===== src/rtl/pmo_pkg.sv =====
package pmo_pkg;
  localparam int DW = 16;
  localparam int AW = 5;
  localparam int PAW = 5;

  localparam logic [AW-1:0] RA_STATUS = 5'd1;
  localparam logic [AW-1:0] RA_ID1    = 5'd2;
  localparam logic [AW-1:0] RA_ID2    = 5'd3;
  localparam logic [AW-1:0] RA_EXT    = 5'd16;

  localparam int OVR_BIT   = 15;
  localparam int ADDR_LSB  = 6;
  localparam int FEF_BIT   = 4;
  localparam int FEFTX_BIT = 3;
  localparam int BAD_BIT   = 2;

  localparam logic [DW-1:0] EXT_RSVD_MASK = 16'h7823;

  typedef struct packed {
    logic wrExt;
    logic wrStatus;
    logic wrId1;
    logic wrId2;
    logic addrLoad;
  } pmoStb_t;
endpackage


===== src/rtl/pmo_ctrl.sv =====
module pmo_ctrl
  import pmo_pkg::*;
(
  input  logic          clk,
  input  logic          rstN,
  input  logic          wrEn,
  input  logic [AW-1:0] regAddr,
  input  logic          ovrReq,
  output pmoStb_t       stb,
  output logic          ovrActive
);
  logic ovrQ;
  logic hitLocked;

  always_comb begin
    hitLocked    = (regAddr == RA_STATUS) || (regAddr == RA_ID1) || (regAddr == RA_ID2);
    stb.wrExt    = wrEn && (regAddr == RA_EXT);
    stb.wrStatus = wrEn && ovrQ && (regAddr == RA_STATUS);
    stb.wrId1    = wrEn && ovrQ && (regAddr == RA_ID1);
    stb.wrId2    = wrEn && ovrQ && (regAddr == RA_ID2);
    stb.addrLoad = wrEn && ovrQ && (regAddr == RA_EXT);
  end

  always_ff @(posedge clk) begin
    if (!rstN) ovrQ <= 1'b0;
    else if (stb.wrExt) ovrQ <= ovrReq;
    else if (wrEn && ovrQ && hitLocked) ovrQ <= 1'b0;
  end

  assign ovrActive = ovrQ;

  AST_OVR_ONE_SHOT: assert property (@(posedge clk) disable iff (!rstN)
    (wrEn && ovrQ && hitLocked) |=> !ovrQ);
  AST_LOCK_STAYS: assert property (@(posedge clk) disable iff (!rstN)
    (wrEn && !ovrQ && hitLocked) |=> !ovrQ);
  AST_UNIMPL_KEEPS_OVR: assert property (@(posedge clk) disable iff (!rstN)
    (wrEn && !hitLocked && (regAddr != RA_EXT)) |=> $stable(ovrQ));
endmodule


===== src/rtl/pmo_dpath.sv =====
module pmo_dpath
  import pmo_pkg::*;
#(
  parameter logic [DW-1:0] STATUS_OVR_MASK = 16'hF87E,
  parameter logic [DW-1:0] STATUS_INIT     = 16'h0000,
  parameter logic [DW-1:0] ID1_INIT        = 16'h0000,
  parameter logic [DW-1:0] ID2_INIT        = 16'h0000
)(
  input  logic           clk,
  input  logic           rstN,
  input  pmoStb_t        stb,
  input  logic           ovrActive,
  input  logic [PAW-1:0] strapAddr,
  input  logic [DW-1:0]  statusLive,
  input  logic [AW-1:0]  regAddr,
  input  logic [DW-1:0]  wrData,
  output logic [DW-1:0]  rdData,
  output logic [PAW-1:0] phyAddr,
  output logic           farFaultEn,
  output logic           farFaultTx,
  output logic           badCodeTest
);
  logic [PAW-1:0] addrQ;
  logic [DW-1:0]  id1Q, id2Q, statusQ;
  logic           fefQ, fefTxQ, badQ;
  logic [DW-1:0]  extView, statusView;

  always_ff @(posedge clk) begin
    if (!rstN) begin
      addrQ  <= strapAddr;
      fefQ   <= 1'b1;
      fefTxQ <= 1'b0;
      badQ   <= 1'b0;
    end else begin
      if (stb.wrExt) begin
        fefQ   <= wrData[FEF_BIT];
        fefTxQ <= wrData[FEFTX_BIT];
        badQ   <= wrData[BAD_BIT];
      end
      if (stb.addrLoad) addrQ <= wrData[ADDR_LSB +: PAW];
    end
  end

  always_ff @(posedge clk) begin
    if (!rstN) begin
      id1Q    <= ID1_INIT;
      id2Q    <= ID2_INIT;
      statusQ <= STATUS_INIT & STATUS_OVR_MASK;
    end else begin
      if (stb.wrId1) id1Q <= wrData;
      if (stb.wrId2) id2Q <= wrData;
      if (stb.wrStatus) statusQ <= wrData & STATUS_OVR_MASK;
    end
  end

  always_comb begin
    extView = '0;
    extView[OVR_BIT]              = ovrActive;
    extView[ADDR_LSB +: PAW]      = addrQ;
    extView[FEF_BIT]              = fefQ;
    extView[FEFTX_BIT]            = fefTxQ;
    extView[BAD_BIT]              = badQ;
    statusView = (statusQ & STATUS_OVR_MASK) | (statusLive & ~STATUS_OVR_MASK);
    case (regAddr)
      RA_STATUS: rdData = statusView;
      RA_ID1:    rdData = id1Q;
      RA_ID2:    rdData = id2Q;
      RA_EXT:    rdData = extView;
      default:   rdData = '0;
    endcase
  end

  assign phyAddr     = addrQ;
  assign farFaultEn  = fefQ;
  assign farFaultTx  = fefTxQ;
  assign badCodeTest = badQ;

  AST_ADDR_HOLD: assert property (@(posedge clk) disable iff (!rstN)
    !stb.addrLoad |=> $stable(phyAddr));
  AST_ADDR_LOAD: assert property (@(posedge clk) disable iff (!rstN)
    stb.addrLoad |=> (phyAddr == $past(wrData[ADDR_LSB +: PAW])));
  AST_ID1_LOCK: assert property (@(posedge clk) disable iff (!rstN)
    !stb.wrId1 |=> $stable(id1Q));
  AST_ID2_TAKE: assert property (@(posedge clk) disable iff (!rstN)
    stb.wrId2 |=> (id2Q == $past(wrData)));
  AST_RSVD_ZERO: assert property (@(posedge clk) disable iff (!rstN)
    (regAddr == RA_EXT) |-> ((rdData & EXT_RSVD_MASK) == '0));
  AST_LIVE_PASS: assert property (@(posedge clk) disable iff (!rstN)
    (regAddr == RA_STATUS) |-> ((rdData & ~STATUS_OVR_MASK) == (statusLive & ~STATUS_OVR_MASK)));
endmodule


===== src/rtl/phy_mgmt_ovr.sv =====
module phy_mgmt_ovr
  import pmo_pkg::*;
#(
  parameter logic [15:0] STATUS_OVR_MASK = 16'hF87E,
  parameter logic [15:0] STATUS_INIT     = 16'h0000,
  parameter logic [15:0] ID1_INIT        = 16'h0000,
  parameter logic [15:0] ID2_INIT        = 16'h0000
)(
  input  logic        clk,
  input  logic        rstN,
  input  logic [4:0]  strapAddr,
  input  logic [15:0] statusLive,
  input  logic        wrEn,
  input  logic [4:0]  regAddr,
  input  logic [15:0] wrData,
  output logic [15:0] rdData,
  output logic [4:0]  phyAddr,
  output logic        farFaultEn,
  output logic        farFaultTx,
  output logic        badCodeTest
);
  pmoStb_t stb;
  logic    ovrActive;

  pmo_ctrl ctrl_i (
    .clk       (clk),
    .rstN      (rstN),
    .wrEn      (wrEn),
    .regAddr   (regAddr),
    .ovrReq    (wrData[OVR_BIT]),
    .stb       (stb),
    .ovrActive (ovrActive)
  );

  pmo_dpath #(
    .STATUS_OVR_MASK (STATUS_OVR_MASK),
    .STATUS_INIT     (STATUS_INIT),
    .ID1_INIT        (ID1_INIT),
    .ID2_INIT        (ID2_INIT)
  ) dpath_i (
    .clk         (clk),
    .rstN        (rstN),
    .stb         (stb),
    .ovrActive   (ovrActive),
    .strapAddr   (strapAddr),
    .statusLive  (statusLive),
    .regAddr     (regAddr),
    .wrData      (wrData),
    .rdData      (rdData),
    .phyAddr     (phyAddr),
    .farFaultEn  (farFaultEn),
    .farFaultTx  (farFaultTx),
    .badCodeTest (badCodeTest)
  );
endmodule


===== config.mk =====
export PLATFORM = sky130hd
export DESIGN_NAME = phy_mgmt_ovr
export DESIGN_NICKNAME = d
export VERILOG_FILES = /design/src/rtl/pmo_pkg.sv /design/src/rtl/pmo_ctrl.sv /design/src/rtl/pmo_dpath.sv /design/src/rtl/phy_mgmt_ovr.sv
export SDC_FILE = /design/constraint.sdc
export NUM_CORES = 1
export LEC_CHECK = 0
export ABC_AREA = 1
export CORE_MARGIN = 5
export CORE_UTILIZATION = 35
export DETAILED_ROUTE_END_ITERATION = 12
export HOLD_SLACK_MARGIN = 0.06
export SLEW_MARGIN = 10
export SYNTH_ARGS = -nofsm -noshare
export SYNTH_HDL_FRONTEND = slang
export SYNTH_SLANG_ARGS = --single-unit

===== constraint.sdc =====
create_clock -name clk -period 2.7 [get_ports clk]
set_input_delay 0.54 -clock clk [delete_from_list [all_inputs] [get_ports clk]]
set_output_delay 0.54 -clock clk [all_outputs]
set_load 0.03 [all_outputs]

# == Word level (Yosys, flattened, before mapping) ==
# Index checks and enable logic that the tools add are counted.
# word_totals
out_inout_bits,24
register_bits,52
# classes
eq_ne,5
n_reduce_logical,10
muxes,5
bitwise_logic,1
# ops
cell,count
16-bit one-hot mux with 4 select lines,1
16-bit by 11-bit OR with 16-bit output,1
"5-bit by 2-bit == test with 1-bit output, second input constant",2
5-bit 2-to-1 mux,2
1-bit logical AND,7
"5-bit by 1-bit == test with 1-bit output, second input constant",1
"5-bit == test, second input constant",1
1-bit logical OR,2
1-bit 2-to-1 mux,2
"2-bit by 1-bit != test with 1-bit output, second input constant",1
2-bit nonzero test,1

# == Depth between registers and ports, before layout ==
# Gate-level depths: netlist of the first run.
# logic_depth
ltp_word,6
depth_mapped,9

# == By module ==
# From an unflattened synthesis of the first run, not the netlist that was laid out.
# hier_totals
cells_unflattened,379
hier_area_um2,2657.5
# modules_own_cells
module,instances,cells_each,area_each_um2,seq_area_each_um2
pmo_dpath,1,350,2506.2,1071.0
pmo_ctrl,1,29,151.4,20.0

# == Least setup slack after synthesis of the first run ==
# Ideal clock, no wire load.
# synth_timing
path_kind,input -> output
startpoint,input regAddr[3]
endpoint,output rdData[7]
slack_ns,0.653
arrival_ns,1.507
n_path_buf,1
cell_stages,6
cell_sequence,nor2_4 -> nand2_2 -> nor2_4 -> buf_2 -> nand2_1 -> o2111ai_1
# synth_via
elab_chain_len,2
elab_cells_between_ends,5
cone_classes,eq/ne (4); mux (1)
# synth_lines
element,line,source
from (decl),phy_mgmt_ovr.sv:14,"input logic [4:0] regAddr,"
5-bit == test (tied with other cells),pmo_dpath.sv:64,case (regAddr)
16-bit one-hot mux with 4 select lines (*),pmo_dpath.sv:64,
to (decl),phy_mgmt_ovr.sv:16,"output logic [15:0] rdData,"
# Every way passes the cells marked *; elsewhere a longest branch is shown, timed or not.

# == Worst setup path after layout of the first run ==
# layout_timing
startpoint,input regAddr[0]
endpoint,output rdData[15]
# Same word-level chain as after synthesis.

==> results of run 1 <==
-- synthesized netlist by cell type, types with 2 or more instances --
| master | number |
|---|---|
| sky130_fd_sc_hd__a21oi_1 | 4 |
| sky130_fd_sc_hd__buf_2 | 6 |
| sky130_fd_sc_hd__buf_6 | 2 |
| sky130_fd_sc_hd__clkbuf_1 | 5 |
| sky130_fd_sc_hd__clkinv_2 | 2 |
| sky130_fd_sc_hd__dfxtp_1 | 47 |
| sky130_fd_sc_hd__edfxtp_1 | 5 |
| sky130_fd_sc_hd__inv_1 | 14 |
| sky130_fd_sc_hd__inv_2 | 2 |
| sky130_fd_sc_hd__nand2_1 | 67 |
| sky130_fd_sc_hd__nand2_4 | 2 |
| sky130_fd_sc_hd__nand3_1 | 10 |
| sky130_fd_sc_hd__nor2_1 | 88 |
| sky130_fd_sc_hd__nor2_2 | 2 |
| sky130_fd_sc_hd__nor2_4 | 3 |
| sky130_fd_sc_hd__o2111ai_1 | 9 |
| sky130_fd_sc_hd__o21ai_0 | 34 |
| sky130_fd_sc_hd__o21ai_1 | 13 |
-- worst paths after layout --
| check | slack (ps) | cells past startpoint | endpoint | startpoint |
|---|---|---|---|---|
| min | 480 | 2 | dpath_i.farFaultTx$_SDFFE_PN0P_ | dpath_i.farFaultTx$_SDFFE_PN0P_ |
| max reg2reg | 1310 | 6 | dpath_i.id1Q[4]$_SDFFE_PN0P_ | ctrl_i.ovrActive$_SDFFE_PN0P_ |
| max | 170 | 9 | rdData[15] | regAddr[0] |
| min reg2reg | 480 | 2 | dpath_i.farFaultTx$_SDFFE_PN0P_ | dpath_i.farFaultTx$_SDFFE_PN0P_ |
-- per-layer routing --
layer  global-route usage, %  part of all wire [%]  wire length (um)
met5                       0                     0                 0
met4                    4.03                  0.69                42
met3                    3.00                   4.6               281
met2                    24.3                    46              2810
met1                    21.1                    48              2940
-- report_power, final --
| group | internal (W) | switching [W] |
|---|---|---|
| clock network | 0.000279 | 0.000269 |
| logic | 0.0000768 | 0.0000756 |
| registers | 0.000787 | 0.00000350 |
| total | 0.00114 | 0.000348 |
-- metrics by stage --
step	util [%]	hold WS [ps]	instances	cell area [um^2]	total power (W)
4_1_cts	48.5	481	458	3080	0.00151
5_1_grt	48.5	508	458	3080	0.00156
6_report	48.5	481	458	3080	0.00149
2_1_floorplan	-	454	318	2290	0.000869
3_3_place_gp	46.7	462	450	2960	0.000962
3_5_place_dp	46.7	467	450	2960	0.000962
-- worst min-delay path: cells and delay by family, from the launching register on --
family,cells,cell delay [ps]
flip-flops,1,320
buffers and inverters,1,70
AO/OA/AOI/OAI,1,60
-- sequential cells by signal (all words and copies together), names as in the netlist --
signal and flops:
dpath_i.statusQ 11, ctrl_i.ovrActive 1, dpath_i.badCodeTest 1, dpath_i.phyAddr 5, dpath_i.farFaultTx 1, dpath_i.id2Q 16
dpath_i.id1Q 16, dpath_i.farFaultEn 1
-- final cells by class --
cell class	count	area, um^2
inverters	18	70.1
well taps	77	96.3
fillers	659	3270
multi-input cells	234	1050
repair buffers	69	658
clock inverters	3	46.3
flip-flops and latches	52	1090
clock buffers	5	68.8
-- kinds of logic after synthesis --
logic type	synth area share (%)
compound gates	14.6
flops	47.7
buf+inv	6.51
simple gates	31.2
==> reports/results.env, run 1 <==
GRT_START_MAX_NET_PINS=23
HPWL_AFTER_DETAILED_PLACEMENT_UM=4210
YS_SEQ_ELEMENTS=52
CRIT_PATH_CELL_TRACE='clkdlybuf4s50_1 > inv_2 > nor2_1 > nand3_1 > inv_1 > buf_12 > nand2_1 > o2111ai_1 > buf_4'
AVERAGE_CELL_AREA_AFTER_SYNTHESIS_UM2=7.19
POST_CTS.RESIZED_INSTANCES=0
SYNTH-EDFF-COUNT=5
FINAL.SETUP.WORST_SLACK_PS=168
SYN-CELL-AREA_UM2=2290
CTS-ROOT-TO-SINK-BUFFERS=2
DIE_WIDTH_UM=90.8
FMAX_GHz=0.395
TIMING.CRITICAL_PATH.FROM_TYPE='input pin'
TOP_LEVEL_PORTS=69
SYNTH_FLOP_CELL='sky130_fd_sc_hd__dfxtp_1'
CRITPATHSLOWESTCELL='sky130_fd_sc_hd__clkdlybuf4s50_1'
CTS-HTREE-LEVELS=2
ROOT_BUFFER='sky130_fd_sc_hd__clkbuf_8'
SLOWEST_DELAY_PS=560
SYNTHTOLAYOUTAREAGROWTH_PCT=34.6
NETLIST.TOP_CELL.BY_AREA='sky130_fd_sc_hd__dfxtp_1'
DRIVE_GT1_SHARE_PCT=12.6
ROWS=29
POST_DETAILED_ROUTE_VIA_TO_CELL_RATIO=4.72
DRT-INITIAL-DRC-COUNT=155
RELSLEWSLACK_PCT=69.6
FINALCRITPERIODSHARE_PCT=93.8
ENDPOINT_KIND='output pin'
POST-CTS-SETUP-BUFFERS=0
ROUTE.VIAS.TOTAL=2162
CP.REQUIRED_PS=2160
MOSTFREQUENTLAYOUTCELLS='sky130_fd_sc_hd__nor2_1 (88), sky130_fd_sc_hd__nand2_1 (67), sky130_fd_sc_hd__dfxtp_1 (47)'
IO_BUFFER_COUNT=57
SYNTHDISTINCTLIBCELLS=21
WORST_IR_DROP_VDD_V=0.000219
WORST_SLEW_PIN_SLEW_PS=454
CLK_LATENCY_PS=310
HOLD_BUFFERS=0
CRITICAL_PATH_PEAK_FANOUT=12
GRT_TOTAL_USAGE_PCT=15.3
GLOBAL_ROUTE.OVERFLOW_TOTAL=0
CRITPATHBUFINV=5
CRITICAL_PATH.TOP_DELAY_FAMILY='buffers and inverters'
POST-SYNTH-TOP-AREA-FRACTION_PCT=41.1
TIMING.FINAL.SETUP_VIOLATIONS=0
PRECTSSETUPSLACK_PS=175
ANTENNA_VIOLATIONS_BEFORE_REPAIR=0
DRC_VIOLATIONS_LEFT=0
POST_SYNTH_NET_TOTAL=363
FINAL_MAX_SLEW_VIOL_COUNT=0
HOLD_CLASS='flop to flop'
DIODES=0
ROUTE.DETAILED.WL_PER_INST_UM=13.3
SYNTHESIS.YOSYS.WARNINGS=0
NUMBER_OF_SINKS_ON_THE_CLOCK_NET=52
RSZ_0062_RAISED_AFTER_GLOBAL_ROUTING='false'
POWER_PER_CELL_AREA_nW_PER_UM2=485
FP.DIEH_UM=90.8
CP_DATA_ARRIVAL_TIME_PS=1990
MOSTFREQUENTLAYOUTCELL='sky130_fd_sc_hd__nor2_1'
TRITONCTS_BUFFERS=5
GRT_PASS1_WL_UM=10400
CLOCK_SKEW_PS=5.55
ASYNC_FLOP_SHARE_PCT=0
START_UTIL_PCT=36.0
GP_ROUTABILITY_CONGESTION=0.722
GRT_PASS1_VIAS=2081
COREAREA_UM2=6350
MAX_CAP_VIOL_COUNT=0
CLK_PIN_SLEW_WORST_PATHS_PS=100
FIRST_PASS_ITERS=4
DRT-TOTAL-WL_UM=6070
DIEAREA_UM2=8250
CTS_TREE='built'
FINALNETCOUNT=425
CRITPATHKIND='input pin to output pin'
SEQUENTIAL_ELEMENT_SHARE_OF_THE_SYNTHESIZED_AREA_PCT=47.7
FINAL.SETUP.TNS_PS=0
TOP_POST_SYNTHESIS_CELLS_BY_AREA='sky130_fd_sc_hd__dfxtp_1 (41%), sky130_fd_sc_hd__nor2_1 (14%), sky130_fd_sc_hd__nand2_1 (11%), sky130_fd_sc_hd__o21ai_0 (7.4%), sky130_fd_sc_hd__edfxtp_1 (6.6%)'
SYN-INSTANCE-COUNT=318
REPORT.FINAL.HOLD_VIOL_COUNT=0
POWER_LEAKAGE_nW=1.27
FINAL_PERIOD_MINUS_WORST_SETUP_SLACK_PS=2530
ANT_NETS=0
RUN_STATUS='complete, no violations'
(Power assumes the default switching activity.)
==> run 2: changes to the inputs <==
--- a/config.mk
+++ b/config.mk
@@ -10,7 +10,6 @@
 export CORE_UTILIZATION = 35
 export DETAILED_ROUTE_END_ITERATION = 12
 export HOLD_SLACK_MARGIN = 0.06
-export SLEW_MARGIN = 10
 export SYNTH_ARGS = -nofsm -noshare
 export SYNTH_HDL_FRONTEND = slang
 export SYNTH_SLANG_ARGS = --single-unit
==> results of run 2 <==
The final DEF is identical to that of run 1; final timing and power are the same.
==> run 3: changes to the inputs <==
--- a/config.mk
+++ b/config.mk
@@ -6,9 +6,9 @@
 export NUM_CORES = 1
 export LEC_CHECK = 0
 export ABC_AREA = 1
-export CORE_MARGIN = 5
 export CORE_UTILIZATION = 35
 export DETAILED_ROUTE_END_ITERATION = 12
+export DONT_BUFFER_PORTS = 1
 export HOLD_SLACK_MARGIN = 0.06
 export SYNTH_ARGS = -nofsm -noshare
 export SYNTH_HDL_FRONTEND = slang
==> constraint.sdc (replaced) <==
create_clock -name clk -period 2.3 [get_ports clk]
set_input_delay 0.46 -clock clk [delete_from_list [all_inputs] [get_ports clk]]
set_output_delay 0.46 -clock clk [all_outputs]
set_load 0.03 [all_outputs]
==> run 3 against run 2 <==
Compared with the run above: sequential cell count did not move; global-route usage rose by 2.3 points; sequential share of layout area rose by 7.6 points; count of clock-buffer cells in the layout rose by 1; non-clock buffer count fell by 54; power rose by 2.9%; critical path type unchanged; hold slack got worse by 190 ps; critical path depth fell by 2.
==> reports/results.env, run 3 (synthesized netlist as in run 1, its figures left out) <==
FRACTION_OF_POWER_SPENT_SWITCHING_NETS_PCT=22.6  # -0.79 points
DRT-TOTAL-WL_UM=5630  # -7.2%
TRITONCTS_BUFFERS=5  # unchanged
NUMBER_OF_SINKS_ON_THE_CLOCK_NET=52  # unchanged
CRITICAL_PATH.TOP_DELAY_FAMILY='simple AND/OR/NAND/NOR gates'
POWER.INTERNAL_W=0.00119  # +4.0%
POST_CTS.RESIZED_INSTANCES=0  # unchanged
PLACE_AREA_UM2=2440  # -18%
GRT_PASS1_VIAS=1956  # -6.0%
LAYOUT.FILLER_CELLS=693  # +5.2%
SLOWEST_DELAY_PS=220  # -340 ps
HPWL_AFTER_DETAILED_PLACEMENT_UM=3790  # -9.8%
CRITPATHBUFINV=2  # -3
CLOCK_SKEW_PS=2.71  # -2.84 ps
DIODES=0  # unchanged
POWER_LEAKAGE_nW=1.04  # -18%
ROWS=29  # unchanged
IO_BUFFER_COUNT=0  # -100%
CTS-ROOT-TO-SINK-BUFFERS=2  # unchanged
WORST_IR_DROP_VDD_V=0.000285  # +30%
FINALNETCOUNT=371  # -13%
FINAL_MAX_SLEW_VIOL_COUNT=0  # unchanged
REGTOREGSETUPSLACK_PS=900  # -410 ps
LARGESTREGISTERS='dpath_i.id1Q: 16 flops, dpath_i.id2Q: 16 flops, dpath_i.statusQ: 11 flops'
CRIT_PATH_CELL_TRACE='nor2_4 > nand2_2 > nor2_4 > buf_12 > nand2_1 > o2111ai_1 > buf_4'
FMAX_GHz=0.518
HOLD_BUFFERS=0  # unchanged
PRECTSSETUPSLACK_PS=346  # +170 ps
DRC_VIOLATIONS_LEFT=0  # unchanged
GRT_PASS1_WL_UM=9660  # -7.0%
CP.REQUIRED_PS=1840  # -320 ps
RUN_STATUS='complete, no violations'
ANTENNA_VIOLATIONS_BEFORE_REPAIR=0  # unchanged
POST-CTS-SETUP-BUFFERS=0  # unchanged
TOTAL_SWITCHING_POWER_W=0.000346  # -0.54%
HOLD_CLASS='input pin to flop'
DIEAREA_UM2=6860  # -17%
RELSLEWSLACK_PCT=71.8  # +2.2 points
MIN_DELAY_PATH_DEPTH=2  # unchanged
CP_COMMON_CELL='sky130_fd_sc_hd__nor2_4'
ENDPOINT_KIND='output pin'
CRITICAL_PATH_DEPTH=7  # -2
FF2FF_PATH_DEPTH=6  # unchanged
AREA.SEQUENTIAL_UM2=1090  # unchanged
REPORT.FINAL.HOLD_VIOL_COUNT=0  # unchanged
PWR-SHARE-COMB_PCT=3.9  # -6.3 points
POWER_PER_CELL_AREA_nW_PER_UM2=606  # +25%
ROUTE.VIAS.TOTAL=1981  # -8.4%
COREAREA_UM2=6310  # -0.57%
SYNTHTOLAYOUTAREAGROWTH_PCT=10.8
DIE_WIDTH_UM=82.8  # -8.8%
FINAL_CELL_AREA_UM2=2530  # -18%
FP.DIEH_UM=82.8  # -8.8%
FIRST_PASS_ITERS=4  # unchanged
CP_DATA_ARRIVAL_TIME_PS=1470  # -520 ps
CRIT-REG2REG-CAPTURE='dpath_i.id1Q[11]$_SDFFE_PN0P_'
TIMING.HOLD.WORST_ENDPOINT='dpath_i.farFaultEn$_SDFFE_PN1P_'
SEQPWRFRAC_PCT=61.7  # +8.7 points
CRIT-REG2REG-LAUNCH='ctrl_i.ovrActive$_SDFFE_PN0P_'
ROOT_BUFFER='sky130_fd_sc_hd__clkbuf_8'
TIMING.CRITICAL_PATH.FROM_TYPE='input pin'
TOP_LEVEL_PORTS=69  # unchanged
MULTI_INPUT_COMB_AREA_UM2=1050  # unchanged
TIMING.FINAL.SETUP_VIOLATIONS=0  # unchanged
CLK_LATENCY_PS=300  # about the same
POST_DETAILED_ROUTE_VIA_TO_CELL_RATIO=4.90  # +3.9%
MAX_CAP_VIOL_COUNT=0  # unchanged
GRT_START_MAX_NET_PINS=53  # +130%
CTS-HTREE-LEVELS=2  # unchanged
CRITPATHKIND='input pin to output pin'
GP_ROUTABILITY_CONGESTION=0.712  # -1.4%
DESIGN_POWER_TOTAL_W=0.00154  # +2.9%
CTS_TREE='built'
HOLDCRITSTARTPOINT='wrData[4]'
ROUTE.DETAILED.WL_PER_INST_UM=13.9  # +5.2%
DRT-INITIAL-DRC-COUNT=64  # -59%
WORST_SLEW_PIN_SLEW_PS=423  # -31.9 ps
DRIVE_GT1_SHARE_PCT=10.7  # -1.9 points
ANT_NETS=0  # unchanged
P_CLK_SHARE_PCT=34.4  # -2.4 points
FINAL_PERIOD_MINUS_WORST_SETUP_SLACK_PS=1930
CRITICAL_PATH_PEAK_FANOUT=11  # -1
GRT_TOTAL_USAGE_PCT=17.6  # +2.3 points
FINALHOLDWORSTSLACK_PS=287  # -193 ps
CRITPATHSLOWESTCELL='sky130_fd_sc_hd__nor2_4'
RSZ_0062_RAISED_AFTER_GLOBAL_ROUTING='false'
FINAL.SETUP.TNS_PS=0  # unchanged
FINALCRITPERIODSHARE_PCT=84.0
MOSTFREQUENTLAYOUTCELL='sky130_fd_sc_hd__nor2_1'
FINAL.SETUP.WORST_SLACK_PS=368  # +200 ps
GLOBAL_ROUTE.OVERFLOW_TOTAL=0  # unchanged
CLK_PIN_SLEW_WORST_PATHS_PS=90  # about the same
START_UTIL_PCT=36.2  # +0.21 points
MOSTFREQUENTLAYOUTCELLS='sky130_fd_sc_hd__nor2_1 (88), sky130_fd_sc_hd__nand2_1 (67), sky130_fd_sc_hd__dfxtp_1 (47)'
run 3: changes by cell type in the layout (fill, tap and decap cells not counted):
cell                              before  now
sky130_fd_sc_hd__buf_4                25   13
sky130_fd_sc_hd__clkinv_2              2    4
sky130_fd_sc_hd__inv_6                 1    0
sky130_fd_sc_hd__buf_12                3    2
sky130_fd_sc_hd__clkinvlp_4            1    0
sky130_fd_sc_hd__bufinv_16             1    0
sky130_fd_sc_hd__clkdlybuf4s50_1      41    0
sky130_fd_sc_hd__clkbuf_8              5    6
run 3: power groups by stage:
stage	Sequential, W	Combinational, W	Clock (W)
after floorplan	0.000968	0.0000524	0
after global placement	0.000969	0.0000598	0
after detailed placement	0.000970	0.0000604	0
after CTS	0.000949	0.0000607	0.000548
after global routing	0.000950	0.0000685	0.000594
final	0.000948	0.0000595	0.000528
run 3: worst max path at each step:
| stage | start | end |
|---|---|---|
| after floorplan | regAddr[3] | rdData[7] |
| after global placement | regAddr[3] | rdData[15] |
| after detailed placement | regAddr[3] | rdData[15] |
| after CTS | regAddr[3] | rdData[15] |
| after global routing | regAddr[3] | rdData[15] |
| final | regAddr[3] | rdData[15] |
run 3: through the flow:
stage | util [%] | instances
global route | 40.2 | 404
global placement | 38.7 | 396
floorplan | - | 318
finish | 40.2 | 404
detailed placement | 38.7 | 396
CTS | 40.2 | 404
run 3: layer usage:
| metal | global-route usage, % | wire (um) | share of wire, % | vias to the layer above |
|---|---|---|---|---|
| met5 | 0 | 0 | 0 | - |
| met4 | 4.86 | 44 | 0.78 | 0 |
| met3 | 6.36 | 390 | 6.9 | 6 |
| met2 | 30.0 | 2670 | 47 | 48 |
| met1 | 20.7 | 2530 | 45 | 884 |
| li1 | - | - | - | 1043 |
run 3: layout make-up:
class,instances,area share (%)
Clock buffer,6,3.26
Tap cell,77,3.80
Inverter,18,2.76
Multi-Input combinational cell,234,41.3
Timing Repair Buffer,15,5.43
Clock inverter,2,0.395
Sequential cell,52,43.0
run 3: worst register-to-register path, stage by stage (launching register included):
cell	delay, ps
sky130_fd_sc_hd__dfxtp_1	330
sky130_fd_sc_hd__nand2_1	110
sky130_fd_sc_hd__inv_1	120
sky130_fd_sc_hd__nand2_4	220
sky130_fd_sc_hd__clkinv_2	290
sky130_fd_sc_hd__nor2_1	160
sky130_fd_sc_hd__nor2_1	60
